--- config.mk ---
export PLATFORM = sky130hd
export DESIGN_NAME = cinsn_decoder
export DESIGN_NICKNAME = d
export VERILOG_FILES = /design/src/rtl/cdec_pkg.sv /design/src/rtl/cdec_sext.sv /design/src/rtl/cdec_imm.sv /design/src/rtl/cdec_core.sv /design/src/rtl/cdec_rsync.sv /design/src/rtl/cdec_stage.sv /design/src/rtl/cinsn_decoder.sv
export SDC_FILE = /design/constraint.sdc
export NUM_CORES = 1
export LEC_CHECK = 0
export BUFFER_PORTS_ARGS = -buffer_cell sky130_fd_sc_hd__buf_4
export CORE_MARGIN = 3
export CORE_UTILIZATION = 60
export CTS_BUF_LIST = sky130_fd_sc_hd__clkbuf_4
export DETAILED_ROUTE_END_ITERATION = 8
export PLACE_DENSITY = 0.76
export SETUP_SLACK_MARGIN = 0.1
export SYNTH_ARGS = -nofsm -noshare
export SYNTH_HDL_FRONTEND = slang
export SYNTH_HIERARCHICAL = 1
export SYNTH_SLANG_ARGS = --single-unit
export TNS_END_PERCENT = 20
--- constraint.sdc ---
create_clock -name clk -period 3.47 [get_ports clk]
set_input_delay 0.694 -clock clk [delete_from_list [all_inputs] [get_ports clk]]
set_output_delay 0.694 -clock clk [all_outputs]
set_load 0.02 [all_outputs]
--- src/rtl/cdec_pkg.sv ---
`timescale 1ns/1ps
package cdec_pkg;

  localparam int OP_W  = 5;
  localparam int REG_W = 5;

  typedef enum logic [OP_W-1:0] {
    OP_ILLEGAL = 5'd0,
    OP_SP_ADDR = 5'd1,
    OP_LDW     = 5'd2,
    OP_LDD     = 5'd3,
    OP_STW     = 5'd4,
    OP_STD     = 5'd5,
    OP_ADDI    = 5'd6,
    OP_ADDIW   = 5'd7,
    OP_LDI     = 5'd8,
    OP_SP_ADJ  = 5'd9,
    OP_LDUP    = 5'd10,
    OP_BRZ     = 5'd11,
    OP_BRNZ    = 5'd12,
    OP_SHLI    = 5'd13,
    OP_FPLD_SP = 5'd14,
    OP_LDD_SP  = 5'd15,
    OP_MOVE    = 5'd16,
    OP_BREAK   = 5'd17,
    OP_JLR     = 5'd18,
    OP_ADDR    = 5'd19,
    OP_STD_SP  = 5'd20,
    OP_WIDE    = 5'd21
  } cop_e;

  typedef struct packed {
    cop_e             op;
    logic [REG_W-1:0] rd;
    logic [REG_W-1:0] rs1;
    logic [REG_W-1:0] rs2;
    logic             wide;
    logic             ill;
  } cdec_fields_t;

  localparam logic [REG_W-1:0] REG_ZERO = 5'd0;
  localparam logic [REG_W-1:0] REG_LINK = 5'd1;
  localparam logic [REG_W-1:0] REG_SP   = 5'd2;

  // 3-bit register field -> registers 8..15
  function automatic logic [REG_W-1:0] prime_reg(input logic [2:0] f);
    return {2'b01, f};
  endfunction

endpackage

--- src/rtl/cdec_sext.sv ---
`timescale 1ns/1ps
module cdec_sext #(
  parameter int IW   = 6,
  parameter int XLEN = 64
) (
  input  logic [IW-1:0]   v,
  output logic [XLEN-1:0] o
);
  localparam int PAD = XLEN - IW;
  assign o = {{PAD{v[IW-1]}}, v};
endmodule

--- src/rtl/cdec_imm.sv ---
`timescale 1ns/1ps
module cdec_imm #(
  parameter int XLEN = 64
) (
  input  logic [12:2]     hb,
  output logic [XLEN-1:0] imm_spaddr,
  output logic [XLEN-1:0] imm_word,
  output logic [XLEN-1:0] imm_dword,
  output logic [XLEN-1:0] imm_s6,
  output logic [XLEN-1:0] imm_u6,
  output logic [XLEN-1:0] imm_adj,
  output logic [XLEN-1:0] imm_upper,
  output logic [XLEN-1:0] imm_br,
  output logic [XLEN-1:0] imm_spld,
  output logic [XLEN-1:0] imm_spst
);
  localparam int SW_S6  = 6;
  localparam int SW_ADJ = 10;
  localparam int SW_UP  = 18;
  localparam int SW_BR  = 9;

  logic [SW_S6-1:0]  raw_s6;
  logic [SW_ADJ-1:0] raw_adj;
  logic [SW_UP-1:0]  raw_up;
  logic [SW_BR-1:0]  raw_br;

  // scrambled positions gathered back into place
  assign raw_s6  = {hb[12], hb[6:2]};
  assign raw_adj = {hb[12], hb[4:3], hb[5], hb[2], hb[6], 4'b0000};
  assign raw_up  = {hb[12], hb[6:2], 12'h000};
  assign raw_br  = {hb[12], hb[6:5], hb[2], hb[11:10], hb[4:3], 1'b0};

  cdec_sext #(.IW(SW_S6),  .XLEN(XLEN)) u_sx_s6  (.v(raw_s6),  .o(imm_s6));
  cdec_sext #(.IW(SW_ADJ), .XLEN(XLEN)) u_sx_adj (.v(raw_adj), .o(imm_adj));
  cdec_sext #(.IW(SW_UP),  .XLEN(XLEN)) u_sx_up  (.v(raw_up),  .o(imm_upper));
  cdec_sext #(.IW(SW_BR),  .XLEN(XLEN)) u_sx_br  (.v(raw_br),  .o(imm_br));

  assign imm_spaddr = {{(XLEN-10){1'b0}}, hb[10:7], hb[12:11], hb[5], hb[6], 2'b00};
  assign imm_word   = {{(XLEN-7){1'b0}},  hb[5], hb[12:10], hb[6], 2'b00};
  assign imm_dword  = {{(XLEN-8){1'b0}},  hb[6:5], hb[12:10], 3'b000};
  assign imm_u6     = {{(XLEN-6){1'b0}},  raw_s6};
  assign imm_spld   = {{(XLEN-9){1'b0}},  hb[4:2], hb[12], hb[6:5], 3'b000};
  assign imm_spst   = {{(XLEN-9){1'b0}},  hb[9:7], hb[12:10], 3'b000};
endmodule

--- src/rtl/cdec_core.sv ---
`timescale 1ns/1ps
module cdec_core
  import cdec_pkg::*;
#(
  parameter int XLEN = 64
) (
  input  logic [15:0]     hw,
  output cdec_fields_t    fld,
  output logic [XLEN-1:0] imm
);
  logic [1:0]       quad;
  logic [2:0]       f3;
  logic [REG_W-1:0] r_full;
  logic [REG_W-1:0] r2_full;
  logic [REG_W-1:0] rp_hi;
  logic [REG_W-1:0] rp_lo;
  logic             bit12;

  logic [XLEN-1:0] i_spaddr, i_word, i_dword, i_s6, i_u6;
  logic [XLEN-1:0] i_adj, i_upper, i_br, i_spld, i_spst;

  assign quad    = hw[1:0];
  assign f3      = hw[15:13];
  assign r_full  = hw[11:7];
  assign r2_full = hw[6:2];
  assign rp_hi   = prime_reg(hw[9:7]);
  assign rp_lo   = prime_reg(hw[4:2]);
  assign bit12   = hw[12];

  cdec_imm #(.XLEN(XLEN)) u_imm (
    .hb        (hw[12:2]),
    .imm_spaddr(i_spaddr),
    .imm_word  (i_word),
    .imm_dword (i_dword),
    .imm_s6    (i_s6),
    .imm_u6    (i_u6),
    .imm_adj   (i_adj),
    .imm_upper (i_upper),
    .imm_br    (i_br),
    .imm_spld  (i_spld),
    .imm_spst  (i_spst)
  );

  always_comb begin
    fld.op   = OP_ILLEGAL;
    fld.rd   = REG_ZERO;
    fld.rs1  = REG_ZERO;
    fld.rs2  = REG_ZERO;
    fld.wide = 1'b0;
    fld.ill  = 1'b0;
    imm      = '0;
    if (quad == 2'b11) begin
      fld.op   = OP_WIDE;
      fld.wide = 1'b1;
    end else begin
      unique case ({quad, f3})
        5'b00_000: begin
          if (hw == 16'h0000) begin
            fld.ill = 1'b1;
          end else begin
            fld.op  = OP_SP_ADDR;
            fld.rd  = rp_lo;
            fld.rs1 = REG_SP;
            imm     = i_spaddr;
          end
        end
        5'b00_010: begin
          fld.op = OP_LDW; fld.rd = rp_lo; fld.rs1 = rp_hi; imm = i_word;
        end
        5'b00_011: begin
          fld.op = OP_LDD; fld.rd = rp_lo; fld.rs1 = rp_hi; imm = i_dword;
        end
        5'b00_110: begin
          fld.op = OP_STW; fld.rs1 = rp_hi; fld.rs2 = rp_lo; imm = i_word;
        end
        5'b00_111: begin
          fld.op = OP_STD; fld.rs1 = rp_hi; fld.rs2 = rp_lo; imm = i_dword;
        end
        5'b01_000: begin
          fld.op = OP_ADDI; fld.rd = r_full; fld.rs1 = r_full; imm = i_s6;
        end
        5'b01_001: begin
          fld.op = OP_ADDIW; fld.rd = r_full; fld.rs1 = r_full; imm = i_s6;
        end
        5'b01_010: begin
          fld.op = OP_LDI; fld.rd = r_full; imm = i_s6;
        end
        5'b01_011: begin
          if (r_full == REG_SP) begin
            fld.op = OP_SP_ADJ; fld.rd = REG_SP; fld.rs1 = REG_SP; imm = i_adj;
          end else begin
            fld.op = OP_LDUP; fld.rd = r_full; imm = i_upper;
          end
        end
        5'b01_110: begin
          fld.op = OP_BRZ; fld.rs1 = rp_hi; imm = i_br;
        end
        5'b01_111: begin
          fld.op = OP_BRNZ; fld.rs1 = rp_hi; imm = i_br;
        end
        5'b10_000: begin
          fld.op = OP_SHLI; fld.rd = r_full; fld.rs1 = r_full; imm = i_u6;
        end
        5'b10_001: begin
          fld.op = OP_FPLD_SP; fld.rd = r_full; fld.rs1 = REG_SP; imm = i_spld;
        end
        5'b10_011: begin
          fld.op = OP_LDD_SP; fld.rd = r_full; fld.rs1 = REG_SP; imm = i_spld;
        end
        5'b10_111: begin
          fld.op = OP_STD_SP; fld.rs1 = REG_SP; fld.rs2 = r2_full; imm = i_spst;
        end
        5'b10_100: begin
          if (!bit12) begin
            if (r2_full != REG_ZERO) begin
              fld.op = OP_MOVE; fld.rd = r_full; fld.rs2 = r2_full;
            end else begin
              fld.ill = 1'b1;
            end
          end else if (r2_full == REG_ZERO) begin
            if (r_full == REG_ZERO) begin
              fld.op = OP_BREAK;
            end else begin
              fld.op = OP_JLR; fld.rd = REG_LINK; fld.rs1 = r_full;
            end
          end else begin
            fld.op = OP_ADDR; fld.rd = r_full; fld.rs1 = r_full; fld.rs2 = r2_full;
          end
        end
        default: fld.ill = 1'b1;
      endcase
    end
  end
endmodule

--- src/rtl/cdec_rsync.sv ---
`timescale 1ns/1ps
module cdec_rsync #(
  parameter int STAGES = 2
) (
  input  logic clk,
  input  logic rst_n,
  output logic srst_n
);
  logic [STAGES-1:0] chain_q;
  logic [STAGES-1:0] chain_d;

  always_comb chain_d = {chain_q[STAGES-2:0], 1'b1};

  always_ff @(posedge clk or negedge rst_n) begin
    if (!rst_n) chain_q <= '0;
    else        chain_q <= chain_d;
  end

  assign srst_n = chain_q[STAGES-1];
endmodule

--- src/rtl/cdec_stage.sv ---
`timescale 1ns/1ps
module cdec_stage #(
  parameter int W = 8
) (
  input  logic         clk,
  input  logic         srst_n,
  input  logic         in_valid,
  output logic         in_ready,
  input  logic [W-1:0] d,
  output logic         out_valid,
  input  logic         out_ready,
  output logic [W-1:0] q
);
  logic         vld_q, vld_d;
  logic [W-1:0] dat_q;
  logic         take;

  assign in_ready = srst_n && (!vld_q || out_ready);
  assign take     = in_valid && in_ready;

  always_comb begin
    vld_d = vld_q;
    if (take)           vld_d = 1'b1;
    else if (out_ready) vld_d = 1'b0;
  end

  always_ff @(posedge clk or negedge srst_n) begin
    if (!srst_n) begin
      vld_q <= 1'b0;
      dat_q <= '0;
    end else begin
      vld_q <= vld_d;
      if (take) dat_q <= d;
    end
  end

  assign out_valid = vld_q;
  assign q         = dat_q;
endmodule

--- src/rtl/cinsn_decoder.sv ---
`timescale 1ns/1ps
module cinsn_decoder
  import cdec_pkg::*;
#(
  parameter int XLEN      = 64,
  parameter int RS_STAGES = 2
) (
  input  logic            clk,
  input  logic            rst_n,
  input  logic            in_valid,
  output logic            in_ready,
  input  logic [31:0]     in_word,
  output logic            out_valid,
  input  logic            out_ready,
  output logic [4:0]      out_op,
  output logic [4:0]      out_rd,
  output logic [4:0]      out_rs1,
  output logic [4:0]      out_rs2,
  output logic [XLEN-1:0] out_imm,
  output logic [2:0]      out_len,
  output logic            out_illegal
);
  localparam int FW = $bits(cdec_fields_t);
  localparam int PW = FW + XLEN;

  logic            srst_n;
  cdec_fields_t    dec_f, hold_f;
  logic [XLEN-1:0] dec_imm, hold_imm;
  logic [PW-1:0]   pack_d, pack_q;
  logic            unused_upper;

  assign unused_upper = ^in_word[31:16];

  cdec_rsync #(.STAGES(RS_STAGES)) u_rs (
    .clk   (clk),
    .rst_n (rst_n),
    .srst_n(srst_n)
  );

  cdec_core #(.XLEN(XLEN)) u_core (
    .hw (in_word[15:0]),
    .fld(dec_f),
    .imm(dec_imm)
  );

  assign pack_d = {dec_f, dec_imm};

  cdec_stage #(.W(PW)) u_stage (
    .clk      (clk),
    .srst_n   (srst_n),
    .in_valid (in_valid),
    .in_ready (in_ready),
    .d        (pack_d),
    .out_valid(out_valid),
    .out_ready(out_ready),
    .q        (pack_q)
  );

  assign {hold_f, hold_imm} = pack_q;

  assign out_op      = hold_f.op;
  assign out_rd      = hold_f.rd;
  assign out_rs1     = hold_f.rs1;
  assign out_rs2     = hold_f.rs2;
  assign out_imm     = hold_imm;
  assign out_len     = hold_f.wide ? 3'd4 : 3'd2;
  assign out_illegal = hold_f.ill;
endmodule

==> impl_metrics.env, run 1 <==
export IMPL_fin_nets=1531
export IMPL_yosysWarnings=6
export IMPL_cp_data_arrival_time_ps=2910
export IMPL_crit_type="input pin to flop"
export IMPL_worst_pin_slew_ps=1150
export IMPL_drtIter0Drc=1095
export IMPL_drc=0
export IMPL_p_leak_uw=0.00557
export IMPL_combPwrFrac=0.421
export IMPL_ys_seq_area_frac=0.159
export IMPL_grt_pass1_vias=8959
export IMPL_grt_usage=0.213
export IMPL_synth_seq_cells=89
export IMPL_cts_root_buf="clkbuf_4"
export IMPL_maxCapViolCount=0
export IMPL_cts_buffer_depth=2
export IMPL_drt_wirelength_per_cell_um=15.0
export IMPL_io_pins=126
export IMPL_fin_crit_sh=0.721
export IMPL_hp_class="flop to flop"
export IMPL_rows=55
export IMPL_power_switching_uw=1310
export IMPL_grt_pass1_wl_um=45800
export IMPL_cp_end_kind="flop"
export IMPL_ys_types=54
export IMPL_cts_setup_buffers=0
export IMPL_syn_instance_count=1749
export IMPL_die_area_mm2=0.0252
export IMPL_clock_skew_ps=22.4
export IMPL_cpPeakStageDelay_ps=700
export IMPL_via_count=9644
export IMPL_viasPerCell=5.32
export IMPL_routabilityCongestion=0.802
export IMPL_slowest_stage="or4_1"
export IMPL_dr_pass1_iters=6
export IMPL_dp_hpwl_um=16900
export IMPL_seq_power_share=0.395
export IMPL_power_uw=3320
export IMPL_outcome="finished, final reports clean"
export IMPL_cts_tree="built"
export IMPL_place_port_buffers=108
export IMPL_required_ps=3880
export IMPL_intPower_uw=2010
export IMPL_synth_main_ff_cell="dfrtp_1"
export IMPL_startpoint_type="input pin"
export IMPL_max_freq_mhz=400
export IMPL_crit_fanout=15
export IMPL_mostFrequentLayoutCell="conb_1"
export IMPL_fin_setup_tns_ps=0
export IMPL_antenna_found_initial=1
export IMPL_p_sw_frac=0.395
export IMPL_htree_levels=3
export IMPL_grt_max_degree=101
export IMPL_clkSinkCount=89
export IMPL_most_common_layout_cells="conb_1, nand3_1, buf_4, mux2_2, dfrtp_1"
export IMPL_initial_core_util=0.615
export IMPL_setup_viol=0
export IMPL_clkPwrFrac=0.183
export IMPL_min_period_ps=2500
export IMPL_async_flop_share=1.00
export IMPL_postCtsHoldBufs=1
export IMPL_wl_um=27300
export IMPL_hold_viol=0
export IMPL_p_per_area_mw_per_mm2=285
export IMPL_critPathTopFamily="simple AND/OR/NAND/NOR gates"
export IMPL_cts_repair_resized=0
export IMPL_slew_viol_final=0
export IMPL_syn_to_final_growth_pct=-17.0
export IMPL_clkTransAtPathRegs_ps=170
export IMPL_max_slew_margin=0.229
export IMPL_fp_dieH_um=159
export IMPL_grt_setup_unrepaired="false"
export IMPL_worstPathCellList="buf_4, or4_1, nor4b_4, nor2_4, a2111o_1, mux2_2"
export IMPL_grt_remaining_overflow=0
export IMPL_synth_edff_count=0
export IMPL_cts_inserted_buffers=9
export IMPL_fp_coreArea_mm2=0.0228
export IMPL_clk_latency_ps=520
export IMPL_syn_area_mm2=0.0140
export IMPL_fillers=2165
export IMPL_die_w_um=159
export IMPL_synth_avg_cell_area_um2=8.01
export IMPL_layout_drive_gt1_share=0.215
export IMPL_peakVddDrop_mv=0.223
export IMPL_path_buf_inv=1
export IMPL_ant_nets=0
==> worst paths after layout <==
check / from / end / slack, ps / depth (start not counted)
min reg2reg: u_rs/chain_q[0] / u_rs/chain_q[1] / 380 / 0
min: u_rs/chain_q[0] / u_rs/chain_q[1] / 380 / 0
max reg2reg: u_rs/chain_q[1] / u_stage/q[34] / 1670 / 4
max: in_word[2] / u_stage/q[6] / 970 / 6
max in group asynchronous: u_rs/chain_q[1] / u_stage/q[27] / 2510 / 1
min in group asynchronous: rst_n / u_rs/chain_q[1] / 460 / 2
==> power groups by stage <==
stage | Sequential (µW) | Combinational, µW | Clock [µW]
2_1_floorplan | 1550 | 1180 | 0
3_3_place_gp | 1330 | 1370 | 0
3_5_place_dp | 1340 | 1380 | 0
4_1_cts | 1320 | 1390 | 639
5_1_grt | 1340 | 1510 | 668
6_report | 1310 | 1400 | 609
==> worst register-to-register path, cell delays in order, from the launching register on <==
cell	delay [ps]
dfrtp_4	520
nand2_1	130
nor2b_4	140
buf_12	430
mux2_2	450
==> cell usage after synthesis, drive strengths merged, types with 7 or more instances <==
cell type	instances	area share
and2	71	0.032
nor2	9	0.0026
o21ai	69	0.025
nand4	65	0.029
mux2	150	0.13
a21oi	68	0.024
buf	671	0.36
clkbuf	94	0.025
a22oi	64	0.034
inv	7	0.0019
nand2	75	0.020
nand3	193	0.069
a2111o	64	0.051
dfrtp	89	0.16
==> cell families (layout without fill, tap and decap cells) <==
group | count (synthesis) | in the layout | share of synthesized area
buf+inv | 772 | 159 | 0.388
simple gates | 442 | 442 | 0.169
compound gates | 292 | 292 | 0.150
mux | 151 | 151 | 0.132
flops | 89 | 89 | 0.159
other cells | 3 | 368 | 0.000804
==> metrics by stage <==
stage | worst slack [ps] | util | instances | cell area [µm²] | hold WS (ps)
after floorplan | 784 | - | 2113 | 15400 | 331
after global placement | 496 | 0.504 | 1796 | 11500 | 341
after detailed placement | 457 | 0.504 | 1796 | 11500 | 343
after CTS | 1030 | 0.510 | 1813 | 11600 | 381
after global routing | 896 | 0.510 | 1814 | 11600 | 403
final | 968 | 0.510 | 1814 | 11600 | 378
==> flip-flops by register name (all words and copies together), names as in the netlist <==
register and count:
u_rs/chain_q 2, u_stage/q 86, u_stage/out_valid 1
==> final cells by class <==
class | count | area [µm²] | area share
Multi-Input combinational cell | 1252 | 7750 | 0.667
Sequential cell | 89 | 2230 | 0.192
Timing Repair Buffer | 136 | 1090 | 0.0937
Tap cell | 313 | 392 | 0.0337
Clock buffer | 9 | 67.6 | 0.00581
Clock inverter | 7 | 66.3 | 0.00570
Inverter | 7 | 26.3 | 0.00226
Antenna cell | 1 | 2.50 | 0.000215
==> routing by layer <==
layer,share of wire,wire length (µm),vias to the layer above,track usage
met1,0.45,12200,4638,0.285
met2,0.48,13200,323,0.357
li1,-,-,4638,-
met4,0.017,471,0,0.0665
met3,0.053,1460,45,0.0282
met5,0,0,-,0
No activity file was read; power rests on OpenSTA's default activity.
==> inputs of run 2 (changes only) <==
- CORE_UTILIZATION: 60 -> 58
- PLACE_DENSITY: 0.76 -> 0.77
- clock period: 3.47 -> 2.24 ns (I/O delays scaled with it)
==> impl_metrics.env, run 2 (same netlist as run 1, synthesis figures left out) <==
export IMPL_outcome="finished, final reports clean"
export IMPL_whs_ps=208
export IMPL_mostFrequentLayoutCell="conb_1"
export IMPL_antenna_found_initial=1
export IMPL_required_ps=2620
export IMPL_grt_setup_unrepaired="false"
export IMPL_htree_levels=3
export IMPL_rows=56
export IMPL_p_per_area_mw_per_mm2=434
export IMPL_slew_viol_final=0
export IMPL_drt_wirelength_per_cell_um=15.3
export IMPL_layout_drive_gt1_share=0.238
export IMPL_cts_tree="built"
export IMPL_routabilityCongestion=0.898
export IMPL_wl_um=28600
export IMPL_min_period_ps=2000
export IMPL_die_area_mm2=0.0260
export IMPL_clk_latency_ps=480
export IMPL_crit_type="input pin to flop"
export IMPL_max_slew_margin=0.388
export IMPL_max_freq_mhz=499
export IMPL_seq_power_share=0.390
export IMPL_fin_crit_sh=0.895
export IMPL_instances_no_fill=1865
export IMPL_startpoint_type="input pin"
export IMPL_clkTransAtPathRegs_ps=140
export IMPL_worst_pin_slew_ps=918
export IMPL_cts_inserted_buffers=9
export IMPL_grt_pass1_vias=9286
export IMPL_fp_dieH_um=161
export IMPL_clkPwrFrac=0.181
export IMPL_clkSinkCount=89
export IMPL_syn_to_final_growth_pct=-14.0
export IMPL_drc=0
export IMPL_largest_reg_flops=86
export IMPL_ant_nets=0
export IMPL_maxCapViolCount=0
export IMPL_grt_remaining_overflow=0
export IMPL_die_w_um=161
export IMPL_grt_usage=0.215
export IMPL_cts_root_buf="clkbuf_4"
export IMPL_dp_hpwl_um=19200
export IMPL_p_sw_frac=0.376
export IMPL_crit_fanout=36
export IMPL_fp_coreArea_mm2=0.0236
export IMPL_place_port_buffers=108
export IMPL_most_common_layout_cells="conb_1, nand3_1, buf_4, mux2_2, dfrtp_1"
export IMPL_drtIter0Drc=958
export IMPL_peakVddDrop_mv=0.283
export IMPL_viasPerCell=5.27
export IMPL_setup_viol=0
export IMPL_dr_pass1_iters=6
export IMPL_clock_skew_ps=20.5
export IMPL_cp_data_arrival_time_ps=2390
export IMPL_fin_nets=1577
export IMPL_dp_cells=1848
export IMPL_hp_class="input pin to flop"
export IMPL_power_switching_uw=1960
export IMPL_initial_core_util=0.593
export IMPL_grt_pass1_wl_um=46700
export IMPL_hold_viol=0
export IMPL_cts_buffer_depth=2
export IMPL_cp_end_kind="flop"
export IMPL_combPwrFrac=0.429
export IMPL_place_area_mm2=0.0119
export IMPL_io_pins=126
export IMPL_via_count=9821
export IMPL_p_leak_uw=0.00582
export IMPL_grt_max_degree=104
export IMPL_stdcell_area_mm2=0.0120
export IMPL_intPower_uw=3260
export IMPL_fillers=2296
## run 2: changes by cell type in the layout (fill, tap and decap cells not counted), sizes merged
| cell | delta |
|---|---|
| buf | +46 |
| inv | -5 |
| clkbuf | +2 |
| bufinv | +1 |
| clkinvlp | +1 |
## run 2: final cells by class
class	count	area [µm²]	share of cell area
Timing Repair Buffer	182	1490	0.123
Tap cell	319	399	0.0331
Multi-Input combinational cell	1252	7770	0.645
Clock buffer	11	82.6	0.00686
Clock inverter	4	46.3	0.00384
Antenna cell	1	2.50	0.000208
Sequential cell	89	2230	0.185
Inverter	7	26.3	0.00218
## run 2: worst paths after layout
check                                      from                end  slack, ps  depth (start not counted)
min in group asynchronous                 rst_n    u_rs/chain_q[1]        250                          2
worst min register to register  u_rs/chain_q[0]    u_rs/chain_q[1]        370                          0
worst max register to register  u_rs/chain_q[1]      u_stage/q[85]        620                          4
worst max-delay path                 in_word[9]      u_stage/q[34]        240                          7
max in group asynchronous       u_rs/chain_q[1]      u_stage/q[43]       1310                          1
worst min-delay path                   in_valid  u_stage/out_valid        210                          3
## run 2: routing by layer
| layer | vias up | GRT usage | share of wire |
|---|---|---|---|
| met2 | 331 | 0.372 | 0.50 |
| met4 | 0 | 0.0739 | 0.023 |
| met3 | 43 | 0.0254 | 0.057 |
| li1 | 4730 | - | - |
| met1 | 4717 | 0.277 | 0.42 |
| met5 | - | 0 | 0 |
## run 2: metrics by stage
step | TNS (ps) | setup WS (ps) | util | total power [µW]
after global routing | 0 | 159 | 0.510 | 5540
after CTS | 0 | 253 | 0.510 | 5260
after floorplan | -2440 | -132 | - | 4230
final | 0 | 235 | 0.510 | 5220
after detailed placement | -11490 | -278 | 0.504 | 4290
after global placement | -10280 | -234 | 0.504 | 4250
## run 2: power by group through the flow
stage,logic [µW],clock network (µW),registers (µW)
floorplan,1830,0,2400
global placement,2180,0,2070
detailed placement,2220,0,2070
CTS,2220,996,2040
global route,2410,1050,2080
finish,2240,944,2040
## run 2: critical path: stages
cell      delay [ps]
buf_4            120
or4_4            560
buf_4            270
o21ai_0          200
a21oi_1           90
a2111o_1         410
mux2_2           270
## run 2: repair_timing
item	CTS	global route
hold buffers	1	0
gates resized for setup	0	1
buffers inserted	0	0
hold endpoints to repair	2	0
setup endpoints to repair	0	1
